### config.mk
export PLATFORM = sky130hd
export DESIGN_NAME = lvl_alarm
export DESIGN_NICKNAME = d
export VERILOG_FILES = /design/src/rtl/lvl_alarm_pkg.sv /design/src/rtl/lvl_alarm_det.sv /design/src/rtl/lvl_alarm_flags.sv /design/src/rtl/lvl_alarm.sv
export SDC_FILE = /design/constraint.sdc
export NUM_CORES = 1
export LEC_CHECK = 0
export BUFFER_PORTS_ARGS = -buffer_cell sky130_fd_sc_hd__buf_4
export CAP_MARGIN = 20
export CORE_MARGIN = 2
export CORE_UTILIZATION = 49
export DETAILED_ROUTE_END_ITERATION = 8
export PLACE_DENSITY = 0.87
export SLEW_MARGIN = 20
export SYNTH_ARGS = -nofsm -noshare
export SYNTH_HDL_FRONTEND = slang
export SYNTH_SLANG_ARGS = --single-unit
### constraint.sdc
create_clock -name clk -period 3.15 [get_ports clk]
set_input_delay 0.7875 -clock clk [delete_from_list [all_inputs] [get_ports clk]]
set_output_delay 0.7875 -clock clk [all_outputs]
set_load 0.005 [all_outputs]
### src/rtl/lvl_alarm_pkg.sv
package lvl_alarm_pkg;
  localparam int NUM_ALARM = 2;
  localparam int NUM_FLAG  = 2 * NUM_ALARM;
  // flag order: per alarm, entered then left; alarm 0 is upper
  localparam int F_HI_ON  = 0;
  localparam int F_HI_OFF = 1;
  localparam int F_LO_ON  = 2;
  localparam int F_LO_OFF = 3;

  typedef struct packed {
    logic hi;
    logic lo;
    logic norm;
  } drop_cfg_t;
endpackage

### src/rtl/lvl_alarm_det.sv
module lvl_alarm_det #(
  parameter int DW     = 12,
  parameter bit UPWARD = 1'b1
) (
  input  logic          clk,
  input  logic          rst_n,
  input  logic          enable,
  input  logic          smp_vld,
  input  logic [DW-1:0] smp,
  input  logic [DW-1:0] trig,
  input  logic [DW-1:0] rel,
  output logic          active,
  output logic          active_nxt,
  output logic          ev_on,
  output logic          ev_off
);
  logic hit_trig;
  logic hit_rel;

  generate
    if (UPWARD) begin : g_up
      assign hit_trig = (smp >= trig);
      assign hit_rel  = (smp <= rel);
    end else begin : g_dn
      assign hit_trig = (smp <= trig);
      assign hit_rel  = (smp >= rel);
    end
  endgenerate

  always_comb begin
    active_nxt = active;
    ev_on      = 1'b0;
    ev_off     = 1'b0;
    if (!enable) begin
      active_nxt = 1'b0;
    end else if (smp_vld) begin
      if (!active && hit_trig) begin
        active_nxt = 1'b1;
        ev_on      = 1'b1;
      end else if (active && hit_rel) begin
        active_nxt = 1'b0;
        ev_off     = 1'b1;
      end
    end
  end

  always_ff @(posedge clk or negedge rst_n) begin
    if (!rst_n) active <= 1'b0;
    else        active <= active_nxt;
  end
endmodule

### src/rtl/lvl_alarm_flags.sv
module lvl_alarm_flags #(
  parameter int N = 4
) (
  input  logic         clk,
  input  logic         rst_n,
  input  logic [N-1:0] set,
  input  logic [N-1:0] clr,
  input  logic [N-1:0] en,
  output logic [N-1:0] flags,
  output logic         irq
);
  logic [N-1:0] flags_nxt;
  logic         upd;

  always_comb begin
    flags_nxt = (flags & ~clr) | set;
    upd       = |{set, clr};
  end

  always_ff @(posedge clk or negedge rst_n) begin
    if (!rst_n)   flags <= '0;
    else if (upd) flags <= flags_nxt;
  end

  assign irq = |(flags & en);
endmodule

### src/rtl/lvl_alarm.sv
module lvl_alarm
  import lvl_alarm_pkg::*;
#(
  parameter int DW = 12
) (
  input  logic          clk,
  input  logic          rst_n,
  input  logic          periodic_mode,
  input  logic          hi_en,
  input  logic          lo_en,
  input  logic          drop_hi,
  input  logic          drop_lo,
  input  logic          drop_norm,
  input  logic [DW-1:0] hi_trig,
  input  logic [DW-1:0] hi_rel,
  input  logic [DW-1:0] lo_trig,
  input  logic [DW-1:0] lo_rel,
  input  logic          sample_valid,
  input  logic [DW-1:0] sample_data,
  input  logic [3:0]    flag_clr,
  input  logic [3:0]    irq_en,
  output logic [3:0]    flags,
  output logic          irq,
  output logic          hi_active,
  output logic          lo_active,
  output logic          keep_valid,
  output logic          keep
);
  logic [NUM_ALARM-1:0]          al_en;
  logic [NUM_ALARM-1:0][DW-1:0]  al_trig;
  logic [NUM_ALARM-1:0][DW-1:0]  al_rel;
  logic [NUM_ALARM-1:0]          al_act;
  logic [NUM_ALARM-1:0]          al_nxt;
  logic [NUM_ALARM-1:0]          al_on;
  logic [NUM_ALARM-1:0]          al_off;
  logic [NUM_FLAG-1:0]           ev_set;
  drop_cfg_t                     drop_cfg;
  logic                          keep_nxt;

  assign al_en   = {lo_en & periodic_mode, hi_en & periodic_mode};
  assign al_trig = {lo_trig, hi_trig};
  assign al_rel  = {lo_rel, hi_rel};

  generate
    for (genvar g = 0; g < NUM_ALARM; g++) begin : g_alarm
      lvl_alarm_det #(
        .DW     (DW),
        .UPWARD (g == 0)
      ) u_det (
        .clk        (clk),
        .rst_n      (rst_n),
        .enable     (al_en[g]),
        .smp_vld    (sample_valid),
        .smp        (sample_data),
        .trig       (al_trig[g]),
        .rel        (al_rel[g]),
        .active     (al_act[g]),
        .active_nxt (al_nxt[g]),
        .ev_on      (al_on[g]),
        .ev_off     (al_off[g])
      );
      assign ev_set[2*g]   = al_on[g];
      assign ev_set[2*g+1] = al_off[g];
    end
  endgenerate

  lvl_alarm_flags #(
    .N (NUM_FLAG)
  ) u_flags (
    .clk   (clk),
    .rst_n (rst_n),
    .set   (ev_set),
    .clr   (flag_clr),
    .en    (irq_en),
    .flags (flags),
    .irq   (irq)
  );

  assign hi_active = al_act[0];
  assign lo_active = al_act[1];

  // keep/drop decision, region taken from post-sample alarm state
  always_comb begin
    drop_cfg = '{hi: drop_hi, lo: drop_lo, norm: drop_norm};
    keep_nxt = 1'b1;
    if (periodic_mode) begin
      if ((al_nxt[0] && drop_cfg.hi) ||
          (al_nxt[1] && drop_cfg.lo) ||
          (!al_nxt[0] && !al_nxt[1] && drop_cfg.norm))
        keep_nxt = 1'b0;
    end
  end

  always_ff @(posedge clk or negedge rst_n) begin
    if (!rst_n) keep_valid <= 1'b0;
    else        keep_valid <= sample_valid;
  end

  always_ff @(posedge clk or negedge rst_n) begin
    if (!rst_n)            keep <= 1'b1;
    else if (sample_valid) keep <= keep_nxt;
  end
endmodule

==> results of run 1 <==
-- sequential cells by signal, summed over array words and instances, names as in the netlist --
| register | cells |
|---|---|
| g_alarm.u_det.active | 2 |
| keep_valid | 1 |
| u_flags.flags | 4 |
| keep | 1 |
-- final cells by class --
type	count	share of cell area (%)
Clock buffer	4	1.15
Inverter	51	8.41
Multi-Input combinational cell	144	51.2
Sequential cell	8	8.85
Tap cell	44	2.42
Timing Repair Buffer	85	28.0
-- synth_stat cells, types with 2 or more instances --
| library cell | number | area (µm²) |
|---|---|---|
| inv_1 | 51 | 191 |
| ha_1 | 48 | 601 |
| a21oi_1 | 17 | 85.1 |
| nand2_1 | 17 | 63.8 |
| o21ai_0 | 10 | 50.1 |
| dfrtp_1 | 7 | 175 |
| nand4_1 | 7 | 43.8 |
| nand3_1 | 4 | 20.0 |
| nor3_1 | 4 | 20.0 |
| a211oi_1 | 3 | 22.5 |
| a21o_1 | 3 | 22.5 |
| a22oi_1 | 3 | 22.5 |
| nor2_1 | 3 | 11.3 |
| nor2b_1 | 3 | 18.8 |
| a31oi_1 | 2 | 12.5 |
| and3_1 | 2 | 12.5 |
| nand2b_1 | 2 | 12.5 |
| o211ai_1 | 2 | 15.0 |
-- metrics by stage --
| step | worst slack (ps) | utilization, % |
|---|---|---|
| after floorplan | 661 | - |
| after global placement | 424 | 73.7 |
| after detailed placement | 388 | 73.7 |
| after CTS | 652 | 74.6 |
| after global routing | 562 | 74.6 |
| final | 646 | 74.6 |
-- cells by family after synthesis --
kind of cell             share of synthesized area [%]
flip-flops                                        12.9
AO/OA/AOI/OAI                                     20.6
AND/OR/NAND/NOR                                   14.9
adder cells (fa/ha/maj)                           38.5
buffers and inverters                             12.5
multiplexers                                     0.641
-- power groups by stage --
stage / Clock [µW] / Sequential, µW / Combinational (µW)
2_1_floorplan: 0 / 115 / 117
3_3_place_gp: 0 / 115 / 234
3_5_place_dp: 0 / 115 / 243
4_1_cts: 88.0 / 113 / 244
5_1_grt: 96.5 / 114 / 279
6_report: 85.4 / 114 / 243
-- final timing paths --
kind	to	startpoint	slack, ps	cells after the start
hold / removal	keep_valid	rst_n	340	1
min in group clk	u_flags.flags[0]	u_flags.flags[0]	570	2
hold reg to reg	u_flags.flags[0]	u_flags.flags[0]	570	2
max in group asynchronous	keep	rst_n	2600	1
setup / recovery	keep	sample_data[0]	650	10
setup reg to reg	keep	g_alarm[1].u_det.active	1640	6
-- per-layer routing --
layer  routed length [µm]  part of all wire, %  track usage [%]
met1                 1800                   43             27.7
met5                    0                    0                0
met2                 2000                   48             47.7
met4                   40                 0.96             3.73
met3                  332                  8.0             4.05
==> summary.md, run 1 <==
| Metric | Value |
|---|---|
| H-tree lvl count | `1` |
| Reg power frac | `25.7%` |
| P_sw | `151 µW` |
| Number of port buffers | `85` |
| RSZ-0062 raised after global routing | `no` |
| Layout area overhead | `45.8%` |
| N_diodes | `0` |
| Gpl congestion | `0.855` |
| Async SR Flop Fraction | `100%` |
| Initial Utilization | `51.1%` |
| Final setup fails | `0` |
| Yosys Warn Count | `0` |
| Post-synth EDFFs | `0` |
| Post-Syn Area | `1560 µm²` |
| Cell area after placement | `2250 µm²` |
| Global route overflow | `0` |
| CTS tree | `built` |
| Req. time, crit path | `3330 ps` |
| Register area | `201 µm²` |
| First-pass GRT wire length | `6940 µm` |
| Placed Cells | `332` |
| Tmin final | `2500 ps` |
| Status | `finished, final reports clean` |
| DR WL/cell | `12.4 µm` |
| Ratio of final minimum period to clock period | `79.5%` |
| Drc violations | `0` |
| Net Sw Frac | `34.2%` |
| Final wirelength | `4170 µm` |
| # Post-CTS Setup Buffers | `0` |
| Logic pwr share | `55.0%` |
| Setup CP Type | `in -> reg` |
| Delay-heaviest family, CP | `compound AO/OA/AOI/OAI gates` |
| Hold Vio Cnt, Final | `0` |
| Share of cells above drive strength 1 | `31.5%` |
| Pleak | `0.00133 µW` |
| Worst path cell trace | `buf_4 > inv_1 > ha_1 > nand2b_1 > a2111o_1 > a22oi_1 > a2111oi_2 > a21o_2 > mux2i_1 > a31o_1` |
| Largest net degree at the start of global routing | `11` |
| Antenna violations before repair | `0` |
| Area of the multi-input gates | `1160 µm²` |
| Die ar. | `3650 µm²` |
| Setup TNS | `0 ps` |
| Clock transition at the registers of the reported paths | `60 ps` |
| Site Rows | `20` |
| TritonCTS buffer count | `3` |
| Routed vias/inst | `5.26` |
| CTS resizes | `0` |
| Non-Filler Instances | `336` |
| Die Ht | `60.5 µm` |
| Slew at the pin with the worst max-slew slack | `330 ps` |
| P per Cell Area | `194 nW/µm²` |
| Hold Crit Class | `in -> async` |
| Antenna-violating nets left | `0` |
| Fillcell total | `262` |
| Total power | `442 µW` |
| Fin nets | `418` |
| Core Box Area | `3050 µm²` |
| Crit start category | `input port` |
| Cells after synthesis | `204` |
| Slew HR | `77.8%` |
| Gr usage total | `24.2%` |
| CP max FO | `4` |
| Number of global-route vias before repair | `1766` |
| Skew-Pair Late Insertion Delay | `250 ps` |
| Fmax | `0.399 GHz` |
| CTS root buf | `clkbuf_4` |
| Main synth FF type | `dfrtp_1` |
| CP bufs+invs | `2` |
| Peak VDD IR | `0.258 mV` |
| CP max stage delay | `400 ps` |
| Vias | `1768` |
| Cts-stage hold buffer count | `0` |
| IO Pins | `86` |
| Mean Syn Cell Area | `7.65 µm²` |
| Cell-internal power | `291 µW` |
| CP max stage cell | `a2111o_1` |
| Drt pass-1 iters | `4` |
| Post-route cell area | `2280 µm²` |
| Initial drt markers | `45` |
| Skew final | `3.42 ps` |
| Fin Hold WS | `341 ps` |
| Most frequent cells in the layout | `buf_4, inv_1, ha_1` |
| Seq/Total Area, Yosys | `12.9%` |
| CP arrival | `2690 ps` |
| Clock power frac | `19.3%` |
| Max Cap Viol | `0` |
| Horiz. Die Dim | `60.5 µm` |
| Final Max Tran Viols | `0` |
| Hpwl dp | `3760 µm` |
| Total clock sinks | `8` |
| Clock Path Buffers | `2` |
| Synthesis-stage register bit count | `8` |
| Most common cell after layout, fill and taps aside | `buf_4` |
| Syn_nets | `329` |
| Synth cell types | `34` |
| CP Capture Type | `flip-flop` |
(Power assumes the default switching activity.)
==> inputs of run 2 (changes only) <==
- ABC_AREA: default -> 1
- CORE_UTILIZATION: 49 -> 42
- PLACE_DENSITY: 0.87 -> 0.77
- clock period: 3.15 -> 2.21 ns (I/O delays scaled with it)
==> summary.md, run 2 <==
| Metric | Value |
|---|---|
| Gpl congestion | `0.806 (was 0.855)` |
| Number of global-route vias before repair | `1729 (was 1766)` |
| Synthesis-stage register bit count | `8 (unchanged)` |
| Syn_nets | `389 (was 329)` |
| Status | `finished, final reports clean (unchanged)` |
| Most frequent cells in the layout | `buf_4, nand2_1, inv_1 (was buf_4, inv_1, ha_1)` |
| CTS tree | `built (unchanged)` |
| Logic pwr share | `52.1% (was 55.0%)` |
| Tmin final | `1810 ps` |
| Cell-internal power | `481 µW (was 291 µW)` |
| Vias | `1806 (was 1768)` |
| Skew final | `6.65 ps (was 3.42 ps)` |
| Die ar. | `4610 µm² (was 3650 µm²)` |
| Largest net degree at the start of global routing | `9 (was 11)` |
| Drt pass-1 iters | `4 (unchanged)` |
| Horiz. Die Dim | `67.9 µm (was 60.5 µm)` |
| Top reg by flops | `u_flags.flags (unchanged)` |
| Routed vias/inst | `4.48 (was 5.26)` |
| Hold Vio Cnt, Final | `0 (unchanged)` |
| Worst r2r dst | `keep (unchanged)` |
| Clock Path Buffers | `2 (unchanged)` |
| Clock transition at the registers of the reported paths | `40 ps (was 60 ps)` |
| Fin nets | `479 (was 418)` |
| Seq/Total Area, Yosys | `11.7% (was 12.9%)` |
| Area leader, netlist | `ha_1 (unchanged)` |
| Yosys Warn Count | `0 (unchanged)` |
| Crit start category | `input port (unchanged)` |
| Worst R2R Start | `g_alarm[0].u_det.active (was g_alarm[1].u_det.active)` |
| Layout area overhead | `43.4% (was 45.8%)` |
| Synth top cells by count | `nand2_1, inv_1, ha_1, a21oi_1, nor2_1 (was inv_1, ha_1, a21oi_1, nand2_1, o21ai_0)` |
| R2r setup slk | `950 ps (was 1640 ps)` |
| CP max FO | `4 (unchanged)` |
| Final wirelength | `4050 µm (was 4170 µm)` |
| Drc violations | `0 (unchanged)` |
| First-pass GRT wire length | `6760 µm (was 6940 µm)` |
| Worst r2r path cells | `9 (was 6)` |
| Pleak | `0.00159 µW (was 0.00133 µW)` |
| CTS resizes | `0 (unchanged)` |
| Setup TNS | `0 ps (unchanged)` |
| Non-Filler Instances | `403 (was 336)` |
| Placed Cells | `399 (was 332)` |
| Net Sw Frac | `33.8% (was 34.2%)` |
| TritonCTS buffer count | `3 (unchanged)` |
| Hpwl dp | `3700 µm (was 3760 µm)` |
| Fillcell total | `376 (was 262)` |
| Ratio of final minimum period to clock period | `81.8%` |
| Gr usage total | `18.7% (was 24.2%)` |
| Initial Utilization | `43.2% (was 51.1%)` |
| Reg power frac | `22.3% (was 25.7%)` |
| Share of cells above drive strength 1 | `29.5% (was 31.5%)` |
| Global route overflow | `0 (unchanged)` |
| Hold Crit Class | `in -> async (unchanged)` |
| CP arrival | `1970 ps (was 2690 ps)` |
| Initial drt markers | `73 (was 45)` |
| Top-count cell post-synth | `nand2_1 (was inv_1)` |
| Post-synth EDFFs | `0 (unchanged)` |
| Die Ht | `67.9 µm (was 60.5 µm)` |
| Req. time, crit path | `2370 ps (was 3330 ps)` |
| P_sw | `245 µW (was 151 µW)` |
| Post-Syn Area | `1720 µm² (was 1560 µm²)` |
| RSZ-0062 raised after global routing | `no (unchanged)` |
| IO Pins | `86 (unchanged)` |
| Synth cell types | `26 (was 34)` |
| Final setup fails | `0 (unchanged)` |
| CP Capture Type | `flip-flop (unchanged)` |
| Antenna-violating nets left | `0 (unchanged)` |
| Max Cap Viol | `0 (unchanged)` |
| Antenna violations before repair | `0 (unchanged)` |
| Register area | `201 µm² (unchanged)` |
| Total clock sinks | `8 (unchanged)` |
| Site Rows | `23 (was 20)` |
| Synth top area cells | `ha_1, nand2_1, inv_1, dfrtp_1, a21oi_1 (was ha_1, inv_1, dfrtp_1, a21oi_1, nand2_1)` |
| Clock power frac | `25.7% (was 19.3%)` |
| Skew-Pair Late Insertion Delay | `230 ps (was 250 ps)` |
| Share of the synthesized area in the top cell type | `35.0% (was 38.5%)` |
| Fmax | `0.553 GHz` |
| Number of port buffers | `85 (unchanged)` |
| Final Max Tran Viols | `0 (unchanged)` |
| Setup CP Type | `in -> reg (unchanged)` |
| DR WL/cell | `10.0 µm (was 12.4 µm)` |
| N_diodes | `0 (unchanged)` |
| H-tree lvl count | `1 (unchanged)` |
| Biggest regs | `u_flags.flags x4, g_alarm.u_det.active x2 (unchanged)` |
| P per Cell Area | `295 nW/µm² (was 194 nW/µm²)` |
| Async SR Flop Fraction | `100% (unchanged)` |
| Peak VDD IR | `0.240 mV (was 0.258 mV)` |
| Main synth FF type | `dfrtp_1 (unchanged)` |
| Cells after synthesis | `264 (was 204)` |
| Most common cell after layout, fill and taps aside | `buf_4 (unchanged)` |
| Slew HR | `85.0% (was 77.8%)` |
| # Post-CTS Setup Buffers | `0 (unchanged)` |
| Mean Syn Cell Area | `6.50 µm² (was 7.65 µm²)` |
| Core Box Area | `3970 µm² (was 3050 µm²)` |
| Slew at the pin with the worst max-slew slack | `224 ps (was 330 ps)` |
| Largest register FFs | `4 (unchanged)` |
| CTS root buf | `clkbuf_8 (was clkbuf_4)` |
| Area of the multi-input gates | `1230 µm² (was 1160 µm²)` |
| Cts-stage hold buffer count | `0 (unchanged)` |
-- run 2: worst max path at each step --
stage / start / end / slack [ps] / depth (start not counted)
finish: sample_data[11] / keep / 400 / 13
detailed placement: sample_data[11] / keep / 140 / 13
CTS: sample_data[11] / keep / 380 / 13
global route: sample_data[11] / keep / 240 / 13
global placement: sample_data[11] / keep / 180 / 13
floorplan: hi_rel[11] / keep / 440 / 12
-- run 2: power groups by stage --
stage	combinational [µW]	clock [µW]	sequential (µW)
floorplan	203	0	163
global placement	370	0	163
detailed placement	380	0	164
CTS	383	191	162
global route	439	209	162
finish	378	186	162
-- run 2: logic make-up (layout without fill, tap and decap cells) --
logic type,count (synthesis),count (layout),synth area share (%)
AO/OA/AOI/OAI,26,26,8.53
buffers and inverters,76,165,16.6
AND/OR/NAND/NOR,106,106,28.1
adder cells (fa/ha/maj),48,48,35.0
flip-flops,8,8,11.7
-- run 2: layout make-up --
class                      instances  share of cell area (%)
clock buffer                       4                    1.83
timing repair buffer              85                    25.9
tap                               50                    2.54
inverter                          76                    11.6
multi-input combinational        180                    49.9
sequential                         8                    8.18
-- run 2: metrics by stage --
step	utilization, %	total power [µW]	hold WS (ps)	cell area, µm²	worst slack (ps)
floorplan	-	366	257	1720	438
global placement	60.9	533	376	2420	177
detailed placement	60.9	544	376	2420	141
CTS	62.0	736	126	2460	378
global route	62.0	811	115	2460	237
finish	62.0	726	130	2460	403
-- run 2: layer usage --
| metal | track usage (%) | wire length (µm) | vias up |
|---|---|---|---|
| li1 | - | - | 994 |
| met1 | 22.7 | 1800 | 772 |
| met2 | 35.4 | 2030 | 40 |
| met5 | 0 | 0 | - |
| met3 | 2.63 | 214 | 0 |
| met4 | 2.25 | 0 | 0 |
-- run 2: worst max-delay path, stage by stage --
cell and delay [ps]:
buf_4 130, ha_1 290, nand2_1 70, nor2_1 140, and2_1 160, nand4_1 80, nand2_1 90, nand2_1 80
nand3_1 90, nand2_1 50, nand2_1 50, nand2_1 50, a21oi_2 110
